==> src/rtl/irq_regs_pkg.sv <==
// Package: shared register offsets and response codes for the sticky
// interrupt register block. Assumes 32-bit word-aligned register slots.
package irq_regs_pkg;
    localparam int STAT_WORD = 0;   // offset 0x0, read-only pending status
    localparam int CLR_WORD  = 1;   // offset 0x4, write-1-to-clear

    typedef enum logic [1:0] {
        RESP_OKAY   = 2'b00,
        RESP_EXOKAY = 2'b01,
        RESP_SLVERR = 2'b10,
        RESP_DECERR = 2'b11
    } axi_resp_e;
endpackage

==> src/rtl/irq_axil_wr.sv <==
// Write side of the AXI4-Lite slave. Captures address and data in any
// order, then commits once: it emits a one-cycle clear vector and raises
// the OKAY response. Assumes the word index sits in addr[ADDR_W-1:2].
module irq_axil_wr #(
    parameter int ADDR_W    = 4,
    parameter int DATA_W    = 32,
    parameter int NUM_LINES = 4
) (
    input  logic                 clk,
    input  logic                 rst_n,
    input  logic [ADDR_W-1:0]    awaddr,
    input  logic                 awvalid,
    output logic                 awready,
    input  logic [DATA_W-1:0]    wdata,
    input  logic [DATA_W/8-1:0]  wstrb,
    input  logic                 wvalid,
    output logic                 wready,
    output logic [1:0]           bresp,
    output logic                 bvalid,
    input  logic                 bready,
    output logic [NUM_LINES-1:0] clr_vec
);
    import irq_regs_pkg::*;

    localparam int IDX_W = ADDR_W - 2;

    logic                 aw_got;
    logic                 w_got;
    logic [IDX_W-1:0]     aw_idx;
    logic [NUM_LINES-1:0] w_bits;
    logic                 w_strb0;
    logic                 commit;
    logic                 unused_wr;

    assign unused_wr = ^{awaddr[1:0], wdata, wstrb};

    assign awready = !aw_got;
    assign wready  = !w_got;
    assign commit  = aw_got && w_got && !bvalid;
    assign bresp   = RESP_OKAY;

    // Address channel capture; released on commit.
    always_ff @(posedge clk) begin
        if (!rst_n) begin
            aw_got <= 1'b0;
            aw_idx <= '0;
        end else if (awvalid && awready) begin
            aw_got <= 1'b1;
            aw_idx <= awaddr[ADDR_W-1:2];
        end else if (commit) begin
            aw_got <= 1'b0;
        end
    end

    // Data channel capture; only the low strobe lane and line bits matter.
    always_ff @(posedge clk) begin
        if (!rst_n) begin
            w_got   <= 1'b0;
            w_bits  <= '0;
            w_strb0 <= 1'b0;
        end else if (wvalid && wready) begin
            w_got   <= 1'b1;
            w_bits  <= wdata[NUM_LINES-1:0];
            w_strb0 <= wstrb[0];
        end else if (commit) begin
            w_got <= 1'b0;
        end
    end

    // Response handshake: raised on commit, dropped when accepted.
    always_ff @(posedge clk) begin
        if (!rst_n) begin
            bvalid <= 1'b0;
        end else if (commit) begin
            bvalid <= 1'b1;
        end else if (bready) begin
            bvalid <= 1'b0;
        end
    end

    // Clear vector decode: only the clear word with lane 0 enabled acts.
    always_comb begin
        clr_vec = '0;
        if (commit && (int'(aw_idx) == CLR_WORD) && w_strb0) begin
            clr_vec = w_bits;
        end
    end

    // a response only appears after both channels were held.
    a_r7_b_after_both: assert property (@(posedge clk) disable iff (!rst_n)
        $rose(bvalid) |-> $past(aw_got && w_got));

    // a pending response is held until accepted.
    a_r7_b_hold: assert property (@(posedge clk) disable iff (!rst_n)
        (bvalid && !bready) |=> bvalid);
endmodule

==> src/rtl/irq_axil_rd.sv <==
// Read side of the AXI4-Lite slave. One outstanding read: the address is
// accepted when no data is waiting, and the data is registered from the
// pending bits at the handshake edge. Unmapped offsets read as zero.
module irq_axil_rd #(
    parameter int ADDR_W    = 4,
    parameter int DATA_W    = 32,
    parameter int NUM_LINES = 4
) (
    input  logic                 clk,
    input  logic                 rst_n,
    input  logic [ADDR_W-1:0]    araddr,
    input  logic                 arvalid,
    output logic                 arready,
    output logic [DATA_W-1:0]    rdata,
    output logic [1:0]           rresp,
    output logic                 rvalid,
    input  logic                 rready,
    input  logic [NUM_LINES-1:0] pending
);
    import irq_regs_pkg::*;

    logic              ar_hs;
    logic [DATA_W-1:0] rd_word;
    logic              unused_rd;

    assign unused_rd = ^araddr[1:0];
    assign arready   = !rvalid;
    assign ar_hs     = arvalid && arready;
    assign rresp     = RESP_OKAY;

    // Read mux: status word carries the pending bits, all else is zero.
    always_comb begin
        rd_word = '0;
        if (int'(araddr[ADDR_W-1:2]) == STAT_WORD) begin
            rd_word[NUM_LINES-1:0] = pending;
        end
    end

    // Read data register and valid handshake.
    always_ff @(posedge clk) begin
        if (!rst_n) begin
            rvalid <= 1'b0;
            rdata  <= '0;
        end else if (ar_hs) begin
            rvalid <= 1'b1;
            rdata  <= rd_word;
        end else if (rready) begin
            rvalid <= 1'b0;
        end
    end

    // read data is held steady while waiting for the master.
    a_r3_rdata_hold: assert property (@(posedge clk) disable iff (!rst_n)
        (rvalid && !rready) |=> (rvalid && $stable(rdata)));

    // an unmapped read produces zero data.
    a_r8_unmapped_zero: assert property (@(posedge clk) disable iff (!rst_n)
        (ar_hs && (int'(araddr[ADDR_W-1:2]) != STAT_WORD)) |=> (rdata == '0));
endmodule

==> src/rtl/irq_pend_bank.sv <==
// Bank of sticky pending bits, one per interrupt line. A request sets its
// bit, a host clear drops it, and a request wins a same-edge collision.
// The engine acknowledge is observed only by the checks here.
module irq_pend_bank #(
    parameter int NUM_LINES = 4
) (
    input  logic                 clk,
    input  logic                 rst_n,
    input  logic [NUM_LINES-1:0] req,
    input  logic [NUM_LINES-1:0] clr,
    input  logic [NUM_LINES-1:0] ack,
    output logic [NUM_LINES-1:0] pending
);
    logic unused_ack;
    assign unused_ack = ^ack;

    for (genvar n = 0; n < NUM_LINES; n++) begin : g_line
        // Per-line sticky flop: set has priority over clear.
        always_ff @(posedge clk) begin
            if (!rst_n) begin
                pending[n] <= 1'b0;
            end else if (req[n]) begin
                pending[n] <= 1'b1;
            end else if (clr[n]) begin
                pending[n] <= 1'b0;
            end
        end

        // a request is pending after its edge.
        a_r2_set: assert property (@(posedge clk) disable iff (!rst_n)
            req[n] |=> pending[n]);

        // a collision of set and clear keeps the line pending.
        a_r5_set_wins: assert property (@(posedge clk) disable iff (!rst_n)
            (req[n] && clr[n]) |=> pending[n]);

        // acknowledge never drops a pending line.
        a_r6_ack_no_drop: assert property (@(posedge clk) disable iff (!rst_n)
            (ack[n] && pending[n] && !clr[n]) |=> pending[n]);

        // without a clear a pending line stays set.
        a_r10_sticky: assert property (@(posedge clk) disable iff (!rst_n)
            (pending[n] && !clr[n]) |=> pending[n]);
    end
endmodule

==> src/rtl/irq_sticky_regs.sv <==
// Top of the host-cleared interrupt register block: user requests land in
// sticky pending bits, which drive level requests to a DMA engine. The host
// reads status at 0x0 and clears with write-1 at 0x4 over AXI4-Lite.
module irq_sticky_regs #(
    parameter int NUM_LINES = 4,
    parameter int ADDR_W    = 4,
    parameter int DATA_W    = 32,
    localparam int STRB_W   = DATA_W / 8
) (
    input  logic                 clk,
    input  logic                 rst_n,
    input  logic [NUM_LINES-1:0] usr_req_i,
    output logic [NUM_LINES-1:0] irq_req_o,
    input  logic [NUM_LINES-1:0] irq_ack_i,
    input  logic [ADDR_W-1:0]    s_awaddr,
    input  logic                 s_awvalid,
    output logic                 s_awready,
    input  logic [DATA_W-1:0]    s_wdata,
    input  logic [STRB_W-1:0]    s_wstrb,
    input  logic                 s_wvalid,
    output logic                 s_wready,
    output logic [1:0]           s_bresp,
    output logic                 s_bvalid,
    input  logic                 s_bready,
    input  logic [ADDR_W-1:0]    s_araddr,
    input  logic                 s_arvalid,
    output logic                 s_arready,
    output logic [DATA_W-1:0]    s_rdata,
    output logic [1:0]           s_rresp,
    output logic                 s_rvalid,
    input  logic                 s_rready
);
    logic [NUM_LINES-1:0] clr_vec;
    logic [NUM_LINES-1:0] pending;

    irq_axil_wr #(.ADDR_W(ADDR_W), .DATA_W(DATA_W), .NUM_LINES(NUM_LINES)) u_wr (
        .clk     (clk),
        .rst_n   (rst_n),
        .awaddr  (s_awaddr),
        .awvalid (s_awvalid),
        .awready (s_awready),
        .wdata   (s_wdata),
        .wstrb   (s_wstrb),
        .wvalid  (s_wvalid),
        .wready  (s_wready),
        .bresp   (s_bresp),
        .bvalid  (s_bvalid),
        .bready  (s_bready),
        .clr_vec (clr_vec)
    );

    irq_pend_bank #(.NUM_LINES(NUM_LINES)) u_bank (
        .clk     (clk),
        .rst_n   (rst_n),
        .req     (usr_req_i),
        .clr     (clr_vec),
        .ack     (irq_ack_i),
        .pending (pending)
    );

    irq_axil_rd #(.ADDR_W(ADDR_W), .DATA_W(DATA_W), .NUM_LINES(NUM_LINES)) u_rd (
        .clk     (clk),
        .rst_n   (rst_n),
        .araddr  (s_araddr),
        .arvalid (s_arvalid),
        .arready (s_arready),
        .rdata   (s_rdata),
        .rresp   (s_rresp),
        .rvalid  (s_rvalid),
        .rready  (s_rready),
        .pending (pending)
    );

    assign irq_req_o = pending;

    // a clear vector with no competing request drops the line.
    a_r4_clear: assert property (@(posedge clk) disable iff (!rst_n)
        (clr_vec[0] && !usr_req_i[0]) |=> !irq_req_o[0]);

    // handshake outputs idle after reset.
    a_r1_reset_idle: assert property (@(posedge clk)
        !rst_n |=> (!s_bvalid && !s_rvalid && irq_req_o == '0));
endmodule

==> config.mk <==
export PLATFORM = sky130hd
export DESIGN_NAME = irq_sticky_regs
export DESIGN_NICKNAME = d
export VERILOG_FILES = /design/src/rtl/irq_regs_pkg.sv /design/src/rtl/irq_axil_wr.sv /design/src/rtl/irq_axil_rd.sv /design/src/rtl/irq_pend_bank.sv /design/src/rtl/irq_sticky_regs.sv
export SDC_FILE = /design/constraint.sdc
export NUM_CORES = 1
export LEC_CHECK = 0
export BUFFER_PORTS_ARGS = -buffer_cell sky130_fd_sc_hd__buf_4
export CORE_ASPECT_RATIO = 1.75
export CORE_MARGIN = 2
export CORE_UTILIZATION = 37
export CTS_CLUSTER_SIZE = 8
export DETAILED_ROUTE_END_ITERATION = 6
export PLACE_DENSITY = 0.84
export SLEW_MARGIN = 10
export SYNTH_ARGS = -nofsm -noshare
export SYNTH_HDL_FRONTEND = slang
export SYNTH_SLANG_ARGS = --single-unit
==> constraint.sdc <==
create_clock -name clk -period 2.25 [get_ports clk]
set_input_delay 0.225 -clock clk [delete_from_list [all_inputs] [get_ports clk]]
set_output_delay 0.225 -clock clk [all_outputs]
set_load 0.05 [all_outputs]
==> run metrics <==
status=finished, final reports clean; clk sinks=19; Final Hold Viols=0; Clock Latency Late Sink=0.25 ns; ratio of cells with drive above 1 in the final layout=around a quarter; critical path, cell by cell=inv_1 -> buf_4; Post-CTS Setup Inserts=0; Synth cell types=20; fin util=between 40% and 50%; fin nets=a little over 200; crit start category=register; actual slew at the worst max-slew pin=between 0.4 and 0.5 ns; met2 Usage GRT=about a fifth; crit end category=primary output; PortBufs=32; unrepaired setup endpoints after global routing=false; Min Hold Slack=around 0.21 ns; Post-synth ARST share=0%; post-DP HPWL=between 1000 and 1500 um; top cells by count, synth=buf_4, dfxtp_1, o21ai_0, nand3_1, nor2b_1; dpl ws=between 1 and 1.5 ns; largest net degree at the start of global routing=24; global route total overflow=0; final worst-path setup slack=around 1.1 ns; global-route wire length before repair=2590 um; Top delay family on crit path=flip-flops; Antenna Nets Post-Route=0; fin crit share=approximately half; vias in the first global route=645; fmax=904 MHz; vias post-DR=743; grt peak-use layer=met2; IO Pins=between 100 and 150; CTS buffer count=3; setup_tns=0 ns; wire per inst=roughly 9.8 um; Largest stage delay, worst path=slightly below 0.4 ns; peak supply drop=260 uV; 1st-iter DRT viols=0; Reg clk slew, reported paths=0.07 ns; post-CTS resize count=0; post-synth top area share=between 30% and 40%; Filler Cells Inserted=about 260; die area=about 3100 um^2; Crit path arrival time=0.88 ns; drt total wl=between 1500 and 2000 um; initial core utilization=roughly 39%; gpl congestion=0.718; drt drc=0; first drt pass iteration count=1; Slew HR=about two thirds; Buffers & Inverters on Critical Path=2; core area=2520 um^2; Crit path required time=just over 2 ns; Post-Syn Area=about 990 um^2; Final Setup Violations=0; dominant cell by count in the synthesized netlist=buf_4; pwr/cell area=about 730 nW/um^2; vias per inst=between 4 and 5; Synth Area per Inst=slightly below 9 um^2; Min-Delay Path Class=primary input to register; CTS tree=done; die span in y=approximately 73 um; register area share after synthesis=a little under two fifths; GR Util met1=between 8 and 9%; met3 Use GR=between 5 and 6%; Site Rows=24; clock group share of total power=between 20% and 30%; root buffer cell=clkbuf_8; Clock Path Buffers=2; worst-path maximum fanout=4; Crit Path Class=register to primary output; max-cap violation count=0; Reg power frac=between 40% and 50%; CP max-delay cell=dfxtp_1; die width=about 43 um; H-tree Lvls=1; P_sw=0.314 mW; Mapped Cells=roughly 110; combinational power share=30.0%; Yosys reg bits=19; top cells by area, synth=dfxtp_1, buf_4, mux2i_1, nor2b_1, o21ai_0; Total GRT Usage=between 10% and 20%; Area Overhead vs Synth=17.1%; max-slew violations=0; Post-CTS Hold Fix Bufs=0; Post-synth EDFFs=0; largest area contributor in the netlist=dfxtp_1; internal power=about 0.54 mW; # diodes=0; P_leak=0.559 nW; Tmin final=between 1 and 1.5 ns; Ys Warns=0; Final Skew=around 0.0013 ns; Post-synth top flop=dfxtp_1; antenna violations before repair=0; switch share=36.8%
cell families (layout without fill, tap and decap cells):
| group | Yosys count | count (layout) | synth area share, % |
|---|---|---|---|
| other | 1 | 32 | 0.378 |
| buffers and inverters | 38 | 39 | 27.7 |
| AO/OA/AOI/OAI | 16 | 16 | 8.83 |
| AND/OR/NAND/NOR | 31 | 31 | 17.7 |
| flip-flops | 19 | 19 | 38.3 |
| multiplexers | 7 | 7 | 7.06 |
cell type report:
type / count / area [um^2] / area share, %
clock buffer: 4 / 45.0 / 3.88
inverter: 3 / 11.3 / 0.969
multi-input combinational: 86 / 453 / 39.0
sequential: 19 / 380 / 32.7
tap: 26 / 32.5 / 2.80
timing repair buffer: 32 / 240 / 20.7
registers in the layout, summed over array words and instances (netlist names):
name / cells
u_wr.w_strb0: 1
u_wr.bvalid: 1
u_wr.w_bits: 4
u_rd.rdata: 4
u_bank.pending: 4
u_wr.aw_got: 1
u_wr.w_got: 1
u_wr.aw_idx: 2
u_rd.rvalid: 1
stage by stage:
stage / instance area (um^2) / power (mW) / cells
after CTS: 1160 / 0.862 / 170
after global routing: 1160 / 0.890 / 170
after floorplan: 1110 / 0.625 / 143
after global placement: 1120 / 0.631 / 166
final: 1160 / 0.854 / 170
after detailed placement: 1120 / 0.634 / 166
power by group through the flow:
| stage | clock network, mW | logic (mW) | registers (mW) |
|---|---|---|---|
| 6_report | 0.229 | 0.256 | 0.370 |
| 5_1_grt | 0.248 | 0.269 | 0.372 |
| 4_1_cts | 0.235 | 0.257 | 0.370 |
| 3_5_place_dp | 0 | 0.257 | 0.377 |
| 3_3_place_gp | 0 | 0.254 | 0.377 |
| 2_1_floorplan | 0 | 0.221 | 0.404 |
path summary, 6_finish.rpt:
check,from,endpoint,slack (ns),depth (start not counted)
worst max-delay path,u_wr.w_got,s_wready,1.14,2
worst min-delay path,s_arvalid,u_rd.rvalid,0.21,2
worst max register to register,u_wr.w_got,u_wr.w_bits[0],1.19,3
worst min register to register,u_rd.rdata[2],u_rd.rdata[2],0.46,2
routing by layer:
metal / part of all wire, % / vias to the layer above / wire length [um]
met5: 0 / - / 0
met2: 53 / 47 / 886
met1: 33 / 325 / 547
met4: 1.9 / 0 / 31
li1: - / 369 / -
met3: 12 / 2 / 201
placed cells by master (no fill, tap or decap):
cell type	count
conb_1	32
buf_4	32
dfxtp_1	19
o21ai_0	9
nor2b_1	8
nand3_1	8
mux2i_1	7
nor2_1	4
nor3b_1	4
a21oi_1	4
inv_1	3
nand2_1	3
clkbuf_8	3
nor2b_2	2
nand2b_1	1
o21ai_1	1
o21a_1	1
nor3_1	1
o211a_1	1
clkbuf_1	1
worst register-to-register path: stages, from the launching register on:
cell     delay [ns]
dfxtp_1        0.35
nor2b_2        0.32
mux2i_1        0.23
nor2b_1        0.06
No activity file was read; power rests on OpenSTA's default activity.
